$ cat src/rtl/pgdma_pkg.sv
package pgdma_pkg;
  typedef enum logic [2:0] {
    ST_IDLE,
    ST_ARB,
    ST_RD,
    ST_WR,
    ST_GAP
  } eng_state_t;

  localparam logic [2:0] REG_DEV = 3'd0;
  localparam logic [2:0] REG_MEM = 3'd1;
  localparam logic [2:0] REG_LEN = 3'd2;
  localparam logic [2:0] REG_CTL = 3'd3;
  localparam logic [2:0] REG_STS = 3'd4;

  localparam int CTL_GO  = 0;
  localparam int CTL_DIR = 1;
  localparam int STS_DONE = 1;
endpackage

$ cat src/rtl/pgdma_regs.sv
module pgdma_regs #(
  parameter int AW = 32,
  parameter int DW = 32,
  parameter int CW = 20
) (
  input  logic          clk,
  input  logic          rst,
  input  logic          cfg_wr,
  input  logic          cfg_rd,
  input  logic [2:0]    cfg_addr,
  input  logic [DW-1:0] cfg_wdata,
  output logic [DW-1:0] cfg_rdata,
  input  logic          busy,
  input  logic          fin_pulse,
  input  logic          fin_err,
  output logic [AW-1:0] dev_base,
  output logic [AW-1:0] mem_base,
  output logic [CW-1:0] len,
  output logic          dir,
  output logic          go,
  output logic          irq
);
  import pgdma_pkg::*;

  logic done_q, err_q;
  logic go_req;

  assign go_req = cfg_wr && (cfg_addr == REG_CTL) && cfg_wdata[CTL_GO] && !busy && !go;

  always_ff @(posedge clk) begin
    if (rst) begin
      dev_base <= '0;
      mem_base <= '0;
      len      <= '0;
      dir      <= 1'b0;
      go       <= 1'b0;
    end else begin
      go <= go_req;
      if (cfg_wr) begin
        case (cfg_addr)
          REG_DEV: dev_base <= cfg_wdata[AW-1:0];
          REG_MEM: mem_base <= cfg_wdata[AW-1:0];
          REG_LEN: len      <= cfg_wdata[CW-1:0];
          REG_CTL: if (go_req) dir <= cfg_wdata[CTL_DIR];
          default: ;
        endcase
      end
    end
  end

  always_ff @(posedge clk) begin
    if (rst) begin
      done_q <= 1'b0;
      err_q  <= 1'b0;
    end else if (fin_pulse) begin
      done_q <= 1'b1;
      err_q  <= fin_err;
    end else if (go || (cfg_wr && cfg_addr == REG_STS && cfg_wdata[STS_DONE])) begin
      done_q <= 1'b0;
      err_q  <= 1'b0;
    end
  end

  assign irq = done_q;

  always_ff @(posedge clk) begin
    if (rst) begin
      cfg_rdata <= '0;
    end else if (cfg_rd) begin
      case (cfg_addr)
        REG_DEV: cfg_rdata <= DW'(dev_base);
        REG_MEM: cfg_rdata <= DW'(mem_base);
        REG_LEN: cfg_rdata <= DW'(len);
        REG_CTL: cfg_rdata <= DW'({dir, 1'b0});
        REG_STS: cfg_rdata <= DW'({err_q, done_q, busy});
        default: cfg_rdata <= '0;
      endcase
    end
  end
endmodule

$ cat src/rtl/pgdma_seg.sv
module pgdma_seg #(
  parameter int CW        = 20,
  parameter int PAGE_BITS = 12
) (
  input  logic [PAGE_BITS-1:0] page_off,
  input  logic [CW-1:0]        remain,
  output logic [CW-1:0]        seg_len
);
  localparam logic [CW-1:0] PAGE_SZ = CW'(1) << PAGE_BITS;

  logic [CW-1:0] to_edge;

  always_comb begin
    to_edge = PAGE_SZ - CW'(page_off);
    seg_len = (remain < to_edge) ? remain : to_edge;
  end
endmodule

$ cat src/rtl/pgdma_engine.sv
module pgdma_engine #(
  parameter int AW        = 32,
  parameter int DW        = 32,
  parameter int CW        = 20,
  parameter int PAGE_BITS = 12
) (
  input  logic          clk,
  input  logic          rst,
  input  logic          go,
  input  logic          dir_in,
  input  logic [AW-1:0] dev_base,
  input  logic [AW-1:0] mem_base,
  input  logic [CW-1:0] len,
  input  logic          bus_gnt,
  input  logic [DW-1:0] dev_rdata,
  input  logic [DW-1:0] mem_rdata,
  output logic          busy,
  output logic          fin_pulse,
  output logic          fin_err,
  output logic          bus_req,
  output logic [AW-1:0] dev_addr,
  output logic          dev_rd,
  output logic          dev_wr,
  output logic [DW-1:0] dev_wdata,
  output logic [AW-1:0] mem_addr,
  output logic          mem_rd,
  output logic          mem_wr,
  output logic [DW-1:0] mem_wdata
);
  import pgdma_pkg::*;

  localparam logic [CW-1:0] WORD_B = CW'(4);
  localparam logic [AW-1:0] WORD_A = AW'(4);

  eng_state_t    state;
  logic          dir_q;
  logic [AW-1:0] dev_q, cur_mem;
  logic [CW-1:0] rem, seg_rem, seg_len;

  pgdma_seg #(.CW(CW), .PAGE_BITS(PAGE_BITS)) i_seg (
    .page_off (cur_mem[PAGE_BITS-1:0]),
    .remain   (rem),
    .seg_len  (seg_len)
  );

  always_ff @(posedge clk) begin
    if (rst) begin
      state     <= ST_IDLE;
      dir_q     <= 1'b0;
      dev_q     <= '0;
      cur_mem   <= '0;
      rem       <= '0;
      seg_rem   <= '0;
      fin_pulse <= 1'b0;
      fin_err   <= 1'b0;
    end else begin
      fin_pulse <= 1'b0;
      case (state)
        ST_IDLE: if (go) begin
          dir_q   <= dir_in;
          dev_q   <= dev_base;
          cur_mem <= mem_base;
          rem     <= len;
          if (len[1:0] != 2'b00 || mem_base[1:0] != 2'b00) begin
            fin_pulse <= 1'b1;
            fin_err   <= 1'b1;
          end else if (len == '0) begin
            fin_pulse <= 1'b1;
            fin_err   <= 1'b0;
          end else begin
            state <= ST_ARB;
          end
        end
        ST_ARB: if (bus_gnt) begin
          seg_rem <= seg_len;
          state   <= ST_RD;
        end
        ST_RD: state <= ST_WR;
        ST_WR: begin
          cur_mem <= cur_mem + WORD_A;
          rem     <= rem - WORD_B;
          seg_rem <= seg_rem - WORD_B;
          if (rem == WORD_B) begin
            state     <= ST_IDLE;
            fin_pulse <= 1'b1;
            fin_err   <= 1'b0;
          end else if (seg_rem == WORD_B) begin
            state <= ST_GAP;
          end else begin
            state <= ST_RD;
          end
        end
        ST_GAP: state <= ST_ARB;
        default: state <= ST_IDLE;
      endcase
    end
  end

  assign busy      = (state != ST_IDLE);
  assign bus_req   = (state == ST_ARB) || (state == ST_RD) || (state == ST_WR);
  assign dev_addr  = dev_q;
  assign mem_addr  = cur_mem;
  assign dev_rd    = (state == ST_RD) && !dir_q;
  assign mem_rd    = (state == ST_RD) && dir_q;
  assign mem_wr    = (state == ST_WR) && !dir_q;
  assign dev_wr    = (state == ST_WR) && dir_q;
  assign mem_wdata = dev_rdata;
  assign dev_wdata = mem_rdata;
endmodule

$ cat src/rtl/pgdma_top.sv
module pgdma_top #(
  parameter int AW        = 32,
  parameter int DW        = 32,
  parameter int CW        = 20,
  parameter int PAGE_BITS = 12
) (
  input  logic          clk,
  input  logic          rst,
  input  logic          cfg_wr,
  input  logic          cfg_rd,
  input  logic [2:0]    cfg_addr,
  input  logic [DW-1:0] cfg_wdata,
  output logic [DW-1:0] cfg_rdata,
  output logic          irq,
  output logic          bus_req,
  input  logic          bus_gnt,
  output logic [AW-1:0] dev_addr,
  output logic          dev_rd,
  input  logic [DW-1:0] dev_rdata,
  output logic          dev_wr,
  output logic [DW-1:0] dev_wdata,
  output logic [AW-1:0] mem_addr,
  output logic          mem_rd,
  input  logic [DW-1:0] mem_rdata,
  output logic          mem_wr,
  output logic [DW-1:0] mem_wdata
);
  logic          busy, fin_pulse, fin_err, go, dir;
  logic [AW-1:0] dev_base, mem_base;
  logic [CW-1:0] len;

  pgdma_regs #(.AW(AW), .DW(DW), .CW(CW)) i_regs (
    .clk, .rst, .cfg_wr, .cfg_rd, .cfg_addr, .cfg_wdata, .cfg_rdata,
    .busy, .fin_pulse, .fin_err,
    .dev_base, .mem_base, .len, .dir, .go, .irq
  );

  pgdma_engine #(.AW(AW), .DW(DW), .CW(CW), .PAGE_BITS(PAGE_BITS)) i_eng (
    .clk, .rst, .go, .dir_in(dir), .dev_base, .mem_base, .len,
    .bus_gnt, .dev_rdata, .mem_rdata,
    .busy, .fin_pulse, .fin_err, .bus_req,
    .dev_addr, .dev_rd, .dev_wr, .dev_wdata,
    .mem_addr, .mem_rd, .mem_wr, .mem_wdata
  );
endmodule

$ cat config.mk
export PLATFORM = sky130hd
export DESIGN_NAME = pgdma_top
export DESIGN_NICKNAME = d
export VERILOG_FILES = /design/src/rtl/pgdma_pkg.sv /design/src/rtl/pgdma_regs.sv /design/src/rtl/pgdma_seg.sv /design/src/rtl/pgdma_engine.sv /design/src/rtl/pgdma_top.sv
export SDC_FILE = /design/constraint.sdc
export NUM_CORES = 1
export LEC_CHECK = 0
export CORE_MARGIN = 1.5
export CORE_UTILIZATION = 52
export CTS_BUF_LIST = sky130_fd_sc_hd__clkbuf_8
export DETAILED_ROUTE_END_ITERATION = 10
export PLACE_DENSITY = 0.89
export SYNTH_ARGS = -nofsm -noshare
export SYNTH_HDL_FRONTEND = slang
export SYNTH_SLANG_ARGS = --single-unit
$ cat constraint.sdc
create_clock -name clk -period 3.91 [get_ports clk]
set_input_delay 0.391 -clock clk [delete_from_list [all_inputs] [get_ports clk]]
set_output_delay 0.391 -clock clk [all_outputs]
set_load 0.02 [all_outputs]
==> results.tsv <==
stage	metric	value	unit
drt	drt-total-wl	32800	um
global_route	grt_max_degree	162	
setup_path	worstPathMaxFanout	17	
status	outcome	completed	
synthesis	synth-simple-area-share	0.247	
global_route	grt_first_pass_wirelength	52000	um
die	core	0.0211	mm^2
die	ios	270	
setup_path	r2r_slack	0.36	ns
layout	diodes	0	
clock_network	cts_hold_buf	0	
sta	setup_viol	0	
sta	tightest_slew	0.864	ns
layout	drive_gt1_frac	0.0757	
layout	final_util	0.623	
die	fp.dieH	150	um
clock_network	worstSkewPairLatency	0.55	ns
clock_network	cts_made_buffers	39	
synthesis	syn-instance-count	1454	
clock_network	cts_tree	yes	
die	start_util	0.531	
die	placementRows	53	
placement	dp_cells	1728	
synthesis	synth_ff_type	dfxtp_1	
setup_path	criticalPathCategory	flop to flop	
drt	num_vias	10800	
clock_network	htree_levels	2	
sta	setup_tns	0	ns
synthesis	ys_types	67	
synthesis	synth_compound_area_frac	0.182	
global_route	grtUsageTotal	0.287	
drt	drtAntennaViolNets	0	
clock_network	cts-root-buf	clkbuf_8	
hold_path	worstHoldStart	rst	
placement	dp_hpwl	22400	um
setup_path	end_kind	flop	
synthesis	yosysWarnings	0	
sta	fmax	0.281	GHz
global_route	grt_pass1_vias	10200	
drt	wire_per_inst	18.3	um
drt	viasPerCell	6.02	
placement	globalplace.congestion	0.877	
clock_network	clkTransAtPathRegs	0.06	ns
synthesis	synth.top_cell.area_share	0.411	
job	max-cap-violations	0	
layout	finalNetCount	1617	
die	die_w	150	um
hold_path	min_to	i_eng.mem_addr[6]$_SDFFE_PP0P_	
clock_network	post_cts_buffers	0	
drt	drt_iter0_markers	1118	
sta	rsz0062_at_grt	no	
synthesis	syn_area_per_cell	7.70	um^2
layout	final_cells	1795	
hold_path	min_path_type	input port to flop	
global_route	grt-ovfl-total	0	
sta	finalClockSkew	0.0261	ns
synthesis	synth_area_leaders	dfxtp_1, nand2_1, a21oi_1	
die	die-area	0.0224	mm^2
clock_network	cts_num_sinks	230	
setup_path	timing.rr.end	i_eng.seg_rem[10]$_SDFFE_PP0P_	
setup_path	start_kind	flop	
synthesis	synthAdderAreaFrac	0.0212	
layout	area_delta_synth_final	17.4	%
drt	first_pass_iters	6	
drt	route.detailed.drc	0	
clock_network	cts-resized-gates	0	
sta	slew_headroom	0.424	
sta	period_minus_slack	3.55	ns
setup_path	reg2reg_depth	12	
sta	timing.final.crit_share	0.909	
power_and_ir_drop	ir_drop	0.000247	V
setup_path	crit_arrival	4.01	ns
global_route	antenna_found_initial	0	
power_and_ir_drop	leakagePower	0.00465	uW
synthesis	synth_top_family_by_area	simple AND/OR/NAND/NOR gates	
synthesis	async_reset_ff_frac	0	
placement	port_buffers	141	
power_and_ir_drop	p_per_area	385	mW/mm^2
setup_path	r2r-start	i_eng.mem_addr[1]$_SDFFE_PP0P_	
synthesis	ys_ff_latch	230	
synthesis	synth_edf_count	0	
sta	drv_slew	0	
synthesis	synth_nets	1577	
synthesis	yosys.area_share.xor_xnor	0.0117	
clock_network	clk_path_buf_depth	3	
synthesis	synthMuxAreaShare	0.0434	
synthesis	seq_area_frac_synth	0.411	
hold_path	holdPathStages	2	
sta	hold_violations	0	
synthesis	yosys.area.top_type	dfxtp_1	
setup_path	required	4.36	ns
synthesis	syn_area	0.0112	mm^2
-- registers in the layout (all words and copies together), names as in the netlist --
name and cells:
i_regs.go 1, i_eng.state 3, i_regs.dir 1, i_eng.dir_q 1, i_eng.fin_err 1, i_regs.mem_base 32, i_eng.seg_rem 20, i_eng.dev_addr 32
i_eng.fin_pulse 1, i_eng.mem_addr 32, i_eng.rem 20, i_regs.err_q 1, i_regs.irq 1, i_regs.cfg_rdata 32, i_regs.len 20, i_regs.dev_base 32
-- per-stage QoR --
step	hold slack [ns]	total power, uW	worst slack (ns)	cell area, um^2
floorplan	0.439	2680	0.647	11200
global placement	0.447	2690	0.483	12300
detailed placement	0.448	2700	0.387	12300
CTS	0.258	5070	0.370	13100
global route	0.276	5220	0.198	13100
finish	0.269	5060	0.356	13100
-- Yosys cell counts (3+ instances only) --
library cell	count
buf_2	7
o311ai_0	5
and4_1	4
xnor2_1	9
a22oi_1	6
a211oi_1	3
a2111oi_0	4
a221oi_1	5
clkbuf_1	82
a31oi_1	14
nor2b_1	39
nand2b_1	4
and3_1	7
nor3_1	25
or4_4	3
nor3b_1	4
a21oi_1	206
nand4_1	10
o31ai_1	3
mux2i_1	26
o211ai_1	9
buf_4	64
a311oi_1	13
o221ai_1	4
buf_1	9
inv_1	20
nand3b_1	5
mux2_2	20
nor2_1	110
o21ai_0	53
ha_1	19
and2_1	4
dfxtp_1	230
o22ai_1	7
or4_1	7
nor4_1	18
nand3_1	24
xor2_1	6
nand2_1	321
or3_1	12
-- cell usage in the layout, fill, tap and decap left out, types with 9 or more instances in the layout --
master,synthesis,final
o21ai_0,53,53
nor4_1,18,18
nor3_1,25,24
clkbuf_8,0,46
nor2_1,110,110
mux2_2,20,20
nand3_1,24,24
inv_1,20,31
mux2i_1,26,26
or3_1,12,12
nand4_1,10,10
o211ai_1,9,9
clkdlybuf4s50_1,0,139
nor2b_1,39,39
a21oi_1,206,206
buf_4,64,19
a31oi_1,14,14
nand2_1,321,320
ha_1,19,19
xnor2_1,9,9
a311oi_1,13,13
dfxtp_1,230,230
-- critical path: stages, from the launching register on --
cell and delay [ns]:
dfxtp_1 0.33, or3_1 0.41, nor3_1 0.15, buf_4 0.16, nand2_1 0.06, xnor2_1 0.15, ha_1 0.30, nand2_1 0.07
or3_1 0.31, o221ai_1 0.24, a311o_1 0.71, mux2_2 0.43, o22ai_1 0.15
-- logic make-up (layout without fill, tap and decap cells) --
| logic type | Yosys count | after routing |
|---|---|---|
| flip-flops | 230 | 230 |
| adder cells (fa/ha/maj) | 19 | 19 |
| XOR/XNOR | 15 | 15 |
| multiplexers | 46 | 46 |
| buffers and inverters | 183 | 249 |
| AND/OR/NAND/NOR | 610 | 610 |
| AO/OA/AOI/OAI | 351 | 351 |
-- per-layer routing --
layer,global-route usage,share of wire
met5,0,0
met4,0.118,0.031
met1,0.400,0.43
met3,0.0570,0.098
met2,0.433,0.44
-- worst max-delay path by stage --
stage / cells past startpoint / slack [ns] / end / start
global placement: 12 / 0.48 / i_eng.seg_rem[10]$_SDFFE_PP0P_ / i_eng.mem_addr[1]$_SDFFE_PP0P_
finish: 12 / 0.36 / i_eng.seg_rem[10]$_SDFFE_PP0P_ / i_eng.mem_addr[1]$_SDFFE_PP0P_
detailed placement: 12 / 0.39 / i_eng.seg_rem[10]$_SDFFE_PP0P_ / i_eng.mem_addr[1]$_SDFFE_PP0P_
global route: 12 / 0.20 / i_eng.seg_rem[9]$_SDFFE_PP0P_ / i_eng.mem_addr[1]$_SDFFE_PP0P_
floorplan: 14 / 0.65 / i_eng.seg_rem[6]$_SDFFE_PP0P_ / i_eng.mem_addr[2]$_SDFFE_PP0P_
CTS: 12 / 0.37 / i_eng.seg_rem[10]$_SDFFE_PP0P_ / i_eng.mem_addr[1]$_SDFFE_PP0P_
-- power by group --
group / leakage [uW] / switching (uW) / internal, uW / total [uW]
registers: 0.00186 / 24.5 / 2370 / 2390
logic: 0.00231 / 167 / 98.4 / 266
clock network: 0.000484 / 997 / 1410 / 2410
-- layout make-up --
class / count / area, um^2
clock inverter: 21 / 231
multi-input combinational: 1041 / 5660
inverter: 20 / 75.1
tap: 275 / 344
timing repair buffer: 162 / 1590
sequential: 230 / 4600
clock buffer: 46 / 633
fill: 1746 / 7950
Power figures use the tool's default switching activity.
